<file path="config.mk">
export PLATFORM = sky130hd
export DESIGN_NAME = i2c_recovery_seq
export DESIGN_NICKNAME = d
export VERILOG_FILES = /design/src/rtl/i2c_recov_pkg.sv /design/src/rtl/recov_line_sync.sv /design/src/rtl/recov_phase_timer.sv /design/src/rtl/recov_pulse_ctr.sv /design/src/rtl/i2c_recovery_seq.sv
export SDC_FILE = /design/constraint.sdc
export NUM_CORES = 1
export LEC_CHECK = 0
export ABC_AREA = 1
export ABC_CLOCK_PERIOD_IN_PS = 2300
export BUFFER_PORTS_ARGS = -buffer_cell sky130_fd_sc_hd__buf_2
export CORE_MARGIN = 3
export CORE_UTILIZATION = 35
export DETAILED_ROUTE_END_ITERATION = 16
export GPL_ROUTABILITY_DRIVEN = 0
export GPL_TIMING_DRIVEN = 0
export SETUP_SLACK_MARGIN = 0.3
export SLEW_MARGIN = 20
export SYNTH_ARGS = -nofsm -noshare
export SYNTH_HDL_FRONTEND = slang
export SYNTH_SLANG_ARGS = --single-unit
</file>
<file path="constraint.sdc">
create_clock -name clk -period 2.3 [get_ports clk]
set_input_delay 0.115 -clock clk [delete_from_list [all_inputs] [get_ports clk]]
set_output_delay 0.115 -clock clk [all_outputs]
set_load 0.01 [all_outputs]
</file>
<file path="src/rtl/i2c_recov_pkg.sv">
package i2c_recov_pkg;

   typedef enum logic [2:0] {
      RS_IDLE      = 3'd0,
      RS_CLK_LOW   = 3'd1,
      RS_CLK_HIGH  = 3'd2,
      RS_STP_LOW   = 3'd3,
      RS_STP_HIGH  = 3'd4,
      RS_STP_REL   = 3'd5
   } recov_state_t;

   function automatic int unsigned ptr_width(input int unsigned n);
      return (n > 1) ? $clog2(n) : 1;
   endfunction

endpackage

</file>
<file path="src/rtl/recov_line_sync.sv">
module recov_line_sync #(
   parameter int unsigned STAGES = 2
) (
   input  logic clk,
   input  logic rst_n,
   input  logic line_i,
   output logic line_o
);

   generate
      if (STAGES == 0) begin : g_direct
         assign line_o = line_i;
      end else begin : g_chain
         logic [STAGES-1:0] chain_q;
         always_ff @(posedge clk or negedge rst_n) begin
            if (!rst_n) begin
               chain_q <= '1;
            end else if (STAGES == 1) begin
               chain_q <= line_i;
            end else begin
               chain_q <= {chain_q[STAGES-2:0], line_i};
            end
         end
         assign line_o = chain_q[STAGES-1];
      end
   endgenerate

endmodule

</file>
<file path="src/rtl/recov_phase_timer.sv">
module recov_phase_timer #(
   parameter int unsigned HALF_CYCLES = 4
) (
   input  logic clk,
   input  logic rst_n,
   input  logic clr_i,
   input  logic run_i,
   output logic tc_o
);

   localparam int unsigned TW = $clog2(HALF_CYCLES + 1);
   localparam logic [TW-1:0] LAST = TW'(HALF_CYCLES - 1);

   logic [TW-1:0] cnt_q;

   assign tc_o = run_i && (cnt_q == LAST);

   always_ff @(posedge clk or negedge rst_n) begin
      if (!rst_n) begin
         cnt_q <= '0;
      end else if (clr_i) begin
         cnt_q <= '0;
      end else if (run_i && !tc_o) begin
         cnt_q <= cnt_q + 1'b1;
      end
   end

endmodule

</file>
<file path="src/rtl/recov_pulse_ctr.sv">
module recov_pulse_ctr #(
   parameter int unsigned NUM_PULSES = 9,
   parameter int unsigned PW         = 4
) (
   input  logic          clk,
   input  logic          rst_n,
   input  logic          clr_i,
   input  logic          inc_i,
   output logic          last_o,
   output logic [PW-1:0] idx_o
);

   localparam logic [PW-1:0] FINAL = PW'(NUM_PULSES - 1);

   logic [PW-1:0] idx_q;

   always_ff @(posedge clk or negedge rst_n) begin
      if (!rst_n) begin
         idx_q <= '0;
      end else if (clr_i) begin
         idx_q <= '0;
      end else if (inc_i && !last_o) begin
         idx_q <= idx_q + 1'b1;
      end
   end

   assign last_o = (idx_q == FINAL);
   assign idx_o  = idx_q;

endmodule

</file>
<file path="src/rtl/i2c_recovery_seq.sv">
module i2c_recovery_seq
   import i2c_recov_pkg::*;
#(
   parameter int unsigned HALF_CYCLES = 4,
   parameter int unsigned NUM_PULSES  = 9,
   parameter int unsigned SYNC_STAGES = 2
) (
   input  logic clk,
   input  logic rst_n,
   input  logic start_i,
   output logic busy_o,
   output logic done_o,
   output logic scl_oe_o,
   output logic sda_oe_o,
   input  logic scl_i,
   input  logic sda_i
);

   localparam int unsigned PW = ptr_width(NUM_PULSES);

   generate
      if (HALF_CYCLES <= SYNC_STAGES) begin : g_chk_half
         $error("HALF_CYCLES must exceed SYNC_STAGES");
      end
      if (NUM_PULSES < 1) begin : g_chk_pulses
         $error("NUM_PULSES must be at least 1");
      end
   endgenerate

   recov_state_t  state_q, state_d;
   logic          scl_s, sda_s;
   logic          tmr_run, tmr_tc, phase_clr;
   logic          pc_inc, pc_last;
   logic [PW-1:0] pulse_idx;
   logic          done_set, done_q;

   recov_line_sync #(.STAGES(SYNC_STAGES)) u_scl_sync (
      .clk(clk), .rst_n(rst_n), .line_i(scl_i), .line_o(scl_s)
   );

   recov_line_sync #(.STAGES(SYNC_STAGES)) u_sda_sync (
      .clk(clk), .rst_n(rst_n), .line_i(sda_i), .line_o(sda_s)
   );

   recov_phase_timer #(.HALF_CYCLES(HALF_CYCLES)) u_timer (
      .clk(clk), .rst_n(rst_n), .clr_i(phase_clr), .run_i(tmr_run), .tc_o(tmr_tc)
   );

   recov_pulse_ctr #(.NUM_PULSES(NUM_PULSES), .PW(PW)) u_pulses (
      .clk(clk), .rst_n(rst_n), .clr_i(state_q == RS_IDLE), .inc_i(pc_inc),
      .last_o(pc_last), .idx_o(pulse_idx)
   );

   always_comb begin
      state_d  = state_q;
      tmr_run  = 1'b0;
      pc_inc   = 1'b0;
      done_set = 1'b0;
      unique case (state_q)
         RS_IDLE: begin
            if (start_i) state_d = RS_CLK_LOW;
         end
         RS_CLK_LOW: begin
            tmr_run = 1'b1;
            if (tmr_tc) state_d = RS_CLK_HIGH;
         end
         RS_CLK_HIGH: begin
            tmr_run = scl_s;
            if (tmr_tc) begin
               if (pc_last) begin
                  state_d = RS_STP_LOW;
               end else begin
                  state_d = RS_CLK_LOW;
                  pc_inc  = 1'b1;
               end
            end
         end
         RS_STP_LOW: begin
            tmr_run = 1'b1;
            if (tmr_tc) state_d = RS_STP_HIGH;
         end
         RS_STP_HIGH: begin
            tmr_run = scl_s;
            if (tmr_tc) state_d = RS_STP_REL;
         end
         RS_STP_REL: begin
            tmr_run = sda_s;
            if (tmr_tc) begin
               state_d  = RS_IDLE;
               done_set = 1'b1;
            end
         end
         default: state_d = RS_IDLE;
      endcase
   end

   assign phase_clr = (state_d != state_q);

   always_ff @(posedge clk or negedge rst_n) begin
      if (!rst_n) begin
         state_q <= RS_IDLE;
         done_q  <= 1'b0;
      end else begin
         state_q <= state_d;
         done_q  <= done_set;
      end
   end

   assign busy_o   = (state_q != RS_IDLE);
   assign done_o   = done_q;
   assign scl_oe_o = (state_q == RS_CLK_LOW) || (state_q == RS_STP_LOW);
   assign sda_oe_o = (state_q == RS_STP_LOW) || (state_q == RS_STP_HIGH);

endmodule

</file>
==> results of run 1 <==
==> synthesized netlist by cell type <==
cell,n,area [um2]
inv_2,5,18.8
nand4_4,1,21.3
dfrtp_1,11,275
nand2_1,22,82.6
xor2_1,3,26.3
a31oi_1,1,6.26
o21ai_0,1,5.00
nand3b_1,1,7.51
inv_1,10,37.5
nor2_4,3,33.8
o21ai_1,5,25.0
dfstp_2,4,105
nand2_2,6,37.5
nor2_1,9,33.8
nand2_4,2,22.5
nand3_2,3,30.0
a21oi_1,1,5.00
ha_1,4,50.1
nand3_1,7,35.0
==> flip-flops by register name (all words and copies together) (netlist names) <==
register / flops
done_o: 1
u_pulses.idx_o: 4
u_scl_sync.g_chain.chain_q: 2
u_timer.cnt_q: 3
u_sda_sync.g_chain.chain_q: 2
state_q: 3
==> per-layer routing <==
layer  vias up  global-route usage (%)  part of all wire, %
met4         0                    5.56                  2.5
met1       297                    13.2                   48
met3         5                    4.21                  4.2
met5         -                       0                    0
li1        340                       -                    -
met2         8                    16.9                   45
==> layout make-up <==
class	count	share of cell area [%]
multi-input combinational	69	42.6
sequential	15	38.4
timing repair buffer	11	7.07
clock inverter	1	0.505
inverter	15	5.68
clock buffer	3	2.27
tap	28	3.54
==> per-stage QoR <==
| stage | instance area, um2 | hold slack, ns |
|---|---|---|
| floorplan | 858 | -0.181 |
| global placement | 933 | 0.0358 |
| detailed placement | 933 | 0.0399 |
| CTS | 991 | 0.0955 |
| global route | 991 | 0.0848 |
| finish | 991 | 0.114 |
==> power by group <==
| part | leakage, uW | total [uW] | internal, uW | switching (uW) |
|---|---|---|---|---|
| combinational | 0.000294 | 597 | 228 | 369 |
| clock | 0.0000177 | 153 | 64.7 | 88.1 |
| sequential | 0.000184 | 409 | 334 | 74.3 |
==> timing repair <==
action / in CTS / in global routing
hold buffers: 3 / 0
hold endpoints to repair: 17 / 0
gates resized for setup: 0 / 0
==> path summary, 6_finish.rpt <==
check | start | end | slack [ns] | cells past startpoint
setup / recovery | state_q[1] | busy_o | 0.67 | 5
hold / removal | start_i | state_q[0] | 0.11 | 3
setup reg to reg | u_timer.cnt_q[0] | u_timer.cnt_q[2] | 0.82 | 7
hold reg to reg | u_scl_sync.g_chain.chain_q[0] | u_scl_sync.g_chain.chain_q[1] | 0.36 | 0
max in group asynchronous | rst_n | u_scl_sync.g_chain.chain_q[0] | 1.75 | 2
min in group asynchronous | rst_n | u_timer.cnt_q[1] | 0.25 | 2
==> critical path: stages, from the launching register on <==
cell and delay [ns]:
dfrtp_1 0.46, nor2_1 0.20, inv_2 0.06, nor2_1 0.23, inv_2 0.12, buf_2 0.16
==> logic make-up after synthesis <==
kind of cell / Yosys count / synth area share, %
adder cells (fa/ha/maj): 4 / 5.83
flip-flops: 15 / 44.3
AO/OA/AOI/OAI: 8 / 4.81
AND/OR/NAND/NOR: 54 / 35.4
buffers and inverters: 15 / 6.56
XOR/XNOR: 3 / 3.06
==> summary.md, run 1 <==
| Metric | Value |
|---|---|
| Setup bufs post-CTS | `0` |
| Routed wire length | `1460 um` |
| Fin. max-slew vios | `0` |
| GRT Util Overall | `10.9%` |
| Row count | `17` |
| Starting density of the core | `37.7%` |
| Final WS setup | `0.669 ns` |
| Htree depth | `1` |
| Gr ovfl total | `0` |
| WP data arrival | `1.52 ns` |
| Commonest non-fill, non-tap cell in the layout | `nand2_1` |
| Die area | `3080 um2` |
| Worst rel slew slack | `77.3%` |
| Number of global-route vias before repair | `604` |
| RSZ-0062 raised after global routing | `no` |
| Core area | `2280 um2` |
| ANT nets after route | `0` |
| Setup crit start kind | `register` |
| Clk slew on worst S/H paths | `0.09 ns` |
| I/O Buffers | `8` |
| Nets | `124` |
| Max Fclk | `613 MHz` |
| TritonCTS Buffers | `3` |
| Post-place setup slack | `0.834 ns` |
| Tightest Pin Transition | `0.340 ns` |
| P per Cell Area | `1170 nW/um2` |
| N_diodes | `0` |
| Iter 0 DRT Violations | `6` |
| Number of primary I/O pins | `9` |
| Cell Area, Synth | `858 um2` |
| FF/Latch Area | `380 um2` |
| Die W | `55.5 um` |
| Highest-count cells in the layout ignoring fill and taps | `nand2_1, dfrtp_1, inv_1` |
| Vias | `650` |
| Final Hold Viols | `0` |
| Crit path max fanout | `7` |
| Tot Pwr | `1160 uW` |
| Synth warnings | `0` |
| Clk_lat worst skew | `0.29 ns` |
| Crit share post-route | `70.9%` |
| Outcome | `complete, no violations` |
| Setup total negative slack | `0 ns` |
| WL per Instance | `10.3 um` |
| Setup Skew | `0.00574 ns` |
| Worst VDD drop | `0.513 mV` |
| Maximum clock path buffer count | `2` |
| Max cap viols | `0` |
| Sinks on Clock Net | `15` |
| First-pass GRT wire length | `2630 um` |
| DP HPWL | `1100 um` |
| Netlist cell types | `19` |
| Multi-input logic area | `422 um2` |
| Hold crit path type | `in2reg` |
| CP required | `2.18 ns` |
| Share of post-route cells with drive strength above 1 | `31.6%` |
| Avg Inst Size Synth | `8.67 um2` |
| LEAKAGE | `0.000496 uW` |
| Synth Net Count | `108` |
| Initial antenna violation count | `0` |
| WS Path Type | `reg2out` |
| CP endpoint kind | `output port` |
| Sequential area share after synthesis | `44.3%` |
| Syn Inst Count | `99` |
| Clock Tree Root | `clkbuf_4` |
| Fillers | `234` |
| CTS tree | `done` |
| Final setup vio count | `0` |
| First-pass detailed-route iteration total | `4` |
| Post-layout util | `43.5%` |
| Crit path time final | `1.63 ns` |
| Largest net degree at the start of global routing | `16` |
| Flops & latches, synth | `15` |
| Synth-to-Final Area Change | `15.5%` |
| Non-filler cells, final | `142` |
| Number of remaining DRC errors | `0` |
| Die Span Y | `55.5 um` |
| Via density per instance | `4.58` |
| Placed insts | `135` |
(Power assumes the default switching activity.)
==> inputs of run 2 (changes only) <==
--- a/config.mk
+++ b/config.mk
@@ -5,8 +5,8 @@
 export SDC_FILE = /design/constraint.sdc
 export NUM_CORES = 1
 export LEC_CHECK = 0
-export ABC_AREA = 1
-export ABC_CLOCK_PERIOD_IN_PS = 2300
+export ABC_AREA = 0
+export ABC_CLOCK_PERIOD_IN_PS = 1510
 export BUFFER_PORTS_ARGS = -buffer_cell sky130_fd_sc_hd__buf_2
 export CORE_MARGIN = 3
 export CORE_UTILIZATION = 35
==> constraint.sdc (replaced) <==
create_clock -name clk -period 1.51 [get_ports clk]
set_input_delay 0.0755 -clock clk [delete_from_list [all_inputs] [get_ports clk]]
set_output_delay 0.0755 -clock clk [all_outputs]
set_load 0.01 [all_outputs]
==> run 2 against run 1 <==
The run now ends with setup timing left. Synthesized area decreased by 1.9%. Worst hold slack gained 0.033 ns. Sequential share of layout area down 9.4 points. Final cell count increased by 2.8%. Clock skew increased by 0.0057 ns. First-iteration DRC count grew 83%. Clock power grew 48%. Power rose by 98%.
==> summary.md, run 2 <==
| Metric | Value |
|---|---|
| Async set-reset flop share out of synthesis | `100% (unchanged)` |
| Row count | `17 (unchanged)` |
| GRT Util Overall | `16.3% (was 10.9%)` |
| Tot Pwr | `2300 uW (was 1160 uW)` |
| Clock Tree Root | `clkbuf_4 (unchanged)` |
| Gr ovfl total | `0 (unchanged)` |
| Crit path time final | `1.60 ns` |
| Synth-to-Final Area Change | `56.2% (was 15.5%)` |
| WP data arrival | `1.82 ns (was 1.52 ns)` |
| Share of post-route cells with drive strength above 1 | `59.3% (was 31.6%)` |
| Starting density of the core | `37.3% (was 37.7%)` |
| Synth top cells by count | `dfrtp_1, inv_1 (was nand2_1, dfrtp_1, inv_1)` |
| CP endpoint kind | `register (was output port)` |
| Iter 0 DRT Violations | `11 (was 6)` |
| Routed wire length | `2130 um (was 1460 um)` |
| Flops & latches, synth | `15 (unchanged)` |
| Commonest non-fill, non-tap cell in the layout | `buf_4 (was nand2_1)` |
| Via density per instance | `5.09 (was 4.58)` |
| Initial antenna violation count | `0 (unchanged)` |
| Die W | `55.1 um (was 55.5 um)` |
| Placed insts | `115 (was 135)` |
| Worst VDD drop | `1.08 mV (was 0.513 mV)` |
| Design Area, Final | `1320 um2 (was 991 um2)` |
| LEAKAGE | `0.000591 uW (was 0.000496 uW)` |
| Number of primary I/O pins | `9 (unchanged)` |
| Worst rel slew slack | `76.2% (was 77.3%)` |
| ANT nets after route | `0 (unchanged)` |
| Max Fclk | `626 MHz` |
| Area post-placement | `936 um2 (was 933 um2)` |
| Synth top area share | `32.7% (was 32.1%)` |
| DP HPWL | `1110 um (was 1100 um)` |
| Setup crit start kind | `register (unchanged)` |
| TritonCTS Buffers | `3 (unchanged)` |
| Fin. max-slew vios | `0 (unchanged)` |
| Hold crit path type | `in2reg (unchanged)` |
| Count leader, synth | `dfrtp_1 (was nand2_1)` |
| EDFF count, synth | `0 (unchanged)` |
| Top FF cell, synth | `dfrtp_1 (unchanged)` |
| Synth Net Count | `88 (was 108)` |
| Final WS setup | `-0.0869 ns (was 0.669 ns)` |
| Final Hold Viols | `0 (unchanged)` |
| Highest-count cells in the layout ignoring fill and taps | `buf_4, buf_6, dfrtp_1 (was nand2_1, dfrtp_1, inv_1)` |
| RSZ-0062 raised after global routing | `yes (was no)` |
| First-pass GRT wire length | `3480 um (was 2630 um)` |
| Synth top area cells | `dfrtp_1, dfstp_2, ha_1 (was dfrtp_1, dfstp_2, nand2_1)` |
| Sequential area share after synthesis | `45.2% (was 44.3%)` |
| Clk slew on worst S/H paths | `0.09 ns (about the same)` |
| Max cap viols | `0 (unchanged)` |
| I/O Buffers | `8 (unchanged)` |
| WS Path Type | `reg2reg (was reg2out)` |
| Outcome | `finished, violations left (was complete, no violations)` |
| Crit share post-route | `106%` |
| Failing checks | `setup timing` |
| Setup Skew | `0.0115 ns (was 0.00574 ns)` |
| Core area | `2250 um2 (was 2280 um2)` |
| Final setup vio count | `4 (was 0)` |
| Sinks on Clock Net | `15 (unchanged)` |
| Vias | `743 (was 650)` |
| Nets | `128 (was 124)` |
| Number of global-route vias before repair | `816 (was 604)` |
| Number of remaining DRC errors | `0 (unchanged)` |
| Crit path max fanout | `4 (was 7)` |
| Clk_lat worst skew | `0.29 ns (about the same)` |
| Synth warnings | `0 (unchanged)` |
| Tightest Pin Transition | `0.353 ns (was 0.340 ns)` |
| P per Cell Area | `1750 nW/um2 (was 1170 nW/um2)` |
| Die Span Y | `55.1 um (was 55.5 um)` |
| Netlist cell types | `36 (was 19)` |
| CTS tree | `done (unchanged)` |
| Avg Inst Size Synth | `10.7 um2 (was 8.67 um2)` |
| CP required | `1.73 ns (was 2.18 ns)` |
| Htree depth | `1 (unchanged)` |
| N_diodes | `0 (unchanged)` |
| Non-filler cells, final | `146 (was 142)` |
| Fillers | `190 (was 234)` |
| Max reg flops | `4 (unchanged)` |
| Die area | `3030 um2 (was 3080 um2)` |
| Cell Area, Synth | `842 um2 (was 858 um2)` |
| Syn Inst Count | `79 (was 99)` |
| First-pass detailed-route iteration total | `3 (was 4)` |
| WL per Instance | `14.6 um (was 10.3 um)` |
| Maximum clock path buffer count | `2 (unchanged)` |
| Largest net degree at the start of global routing | `16 (unchanged)` |
| Synth area leader | `dfrtp_1 (unchanged)` |
## run 2: cell families after synthesis
group	count (synthesis)	synth area share, %
xor gates and xnor gates	2	2.08
adders and majority gates	5	7.28
AOI/OAI and AO/OA	22	18.6
muxes	4	5.50
and+or+nand+nor	19	14.3
DFF	15	45.2
buffers and inverters	12	7.13
## run 2: per-layer routing
| layer | global-route usage, % | share of wire (%) |
|---|---|---|
| met3 | 5.09 | 3.6 |
| met1 | 17.8 | 43 |
| met5 | 0 | 0 |
| met4 | 4.05 | 2.2 |
| met2 | 30.3 | 51 |
## run 2: power breakdown
part | total, uW | leakage [uW] | switching (uW) | internal, uW
Clock | 227 | 0.0000150 | 124 | 103
Combinational | 1510 | 0.000391 | 683 | 831
Sequential | 559 | 0.000185 | 69.6 | 489
## run 2: what timing repair did
action | in CTS | in global routing
hold buffers | 3 | 0
endpoints found under the setup margin | 13 | 14
resized for setup | 19 | 16
pin swaps | 5 | 9
endpoints found under the hold margin | 17 | 0
buffers inserted | 21 | 3
## run 2: worst paths after layout
check,from,endpoint,slack (ns),depth (start not counted)
worst min-delay path,start_i,state_q[0],0.15,3
min in group asynchronous,rst_n,u_pulses.idx_o[3],0.21,2
max in group asynchronous,rst_n,u_sda_sync.g_chain.chain_q[1],0.99,2
worst max-delay path,u_timer.cnt_q[1],u_timer.cnt_q[2],-0.09,7
worst min register to register,u_scl_sync.g_chain.chain_q[0],u_scl_sync.g_chain.chain_q[1],0.36,0
worst max register to register,u_timer.cnt_q[1],u_timer.cnt_q[2],-0.09,7
## run 2: layout make-up
class | count | area, um2 | area share [%]
Multi-Input combinational cell | 52 | 512 | 38.9
Sequential cell | 15 | 382 | 29.0
Clock buffer | 4 | 26.3 | 2.00
Buffer | 5 | 56.3 | 4.28
Timing Repair Buffer | 35 | 278 | 21.1
Inverter | 7 | 26.3 | 2.00
Tap cell | 28 | 35.0 | 2.66
## run 2: stage by stage
| stage | worst slack, ns | hold slack [ns] | setup TNS, ns | util (%) |
|---|---|---|---|---|
| finish | -0.0869 | 0.147 | -0.252 | 58.3 |
| global route | -0.159 | 0.193 | -0.587 | 58.3 |
| CTS | -0.0860 | 0.0655 | -0.202 | 54.2 |
| detailed placement | -0.109 | 0.000743 | -0.127 | 41.5 |
| global placement | -0.0817 | -0.00426 | -0.0817 | 41.5 |
| floorplan | -0.0269 | -0.220 | -0.0269 | - |
## run 2: worst max-delay path: stages, from the launching register on
cell	delay [ns]
dfrtp_1	0.39
ha_2	0.20
ha_4	0.16
buf_6	0.13
a21oi_4	0.12
o221ai_4	0.13
mux2_4	0.32
a21oi_2	0.10
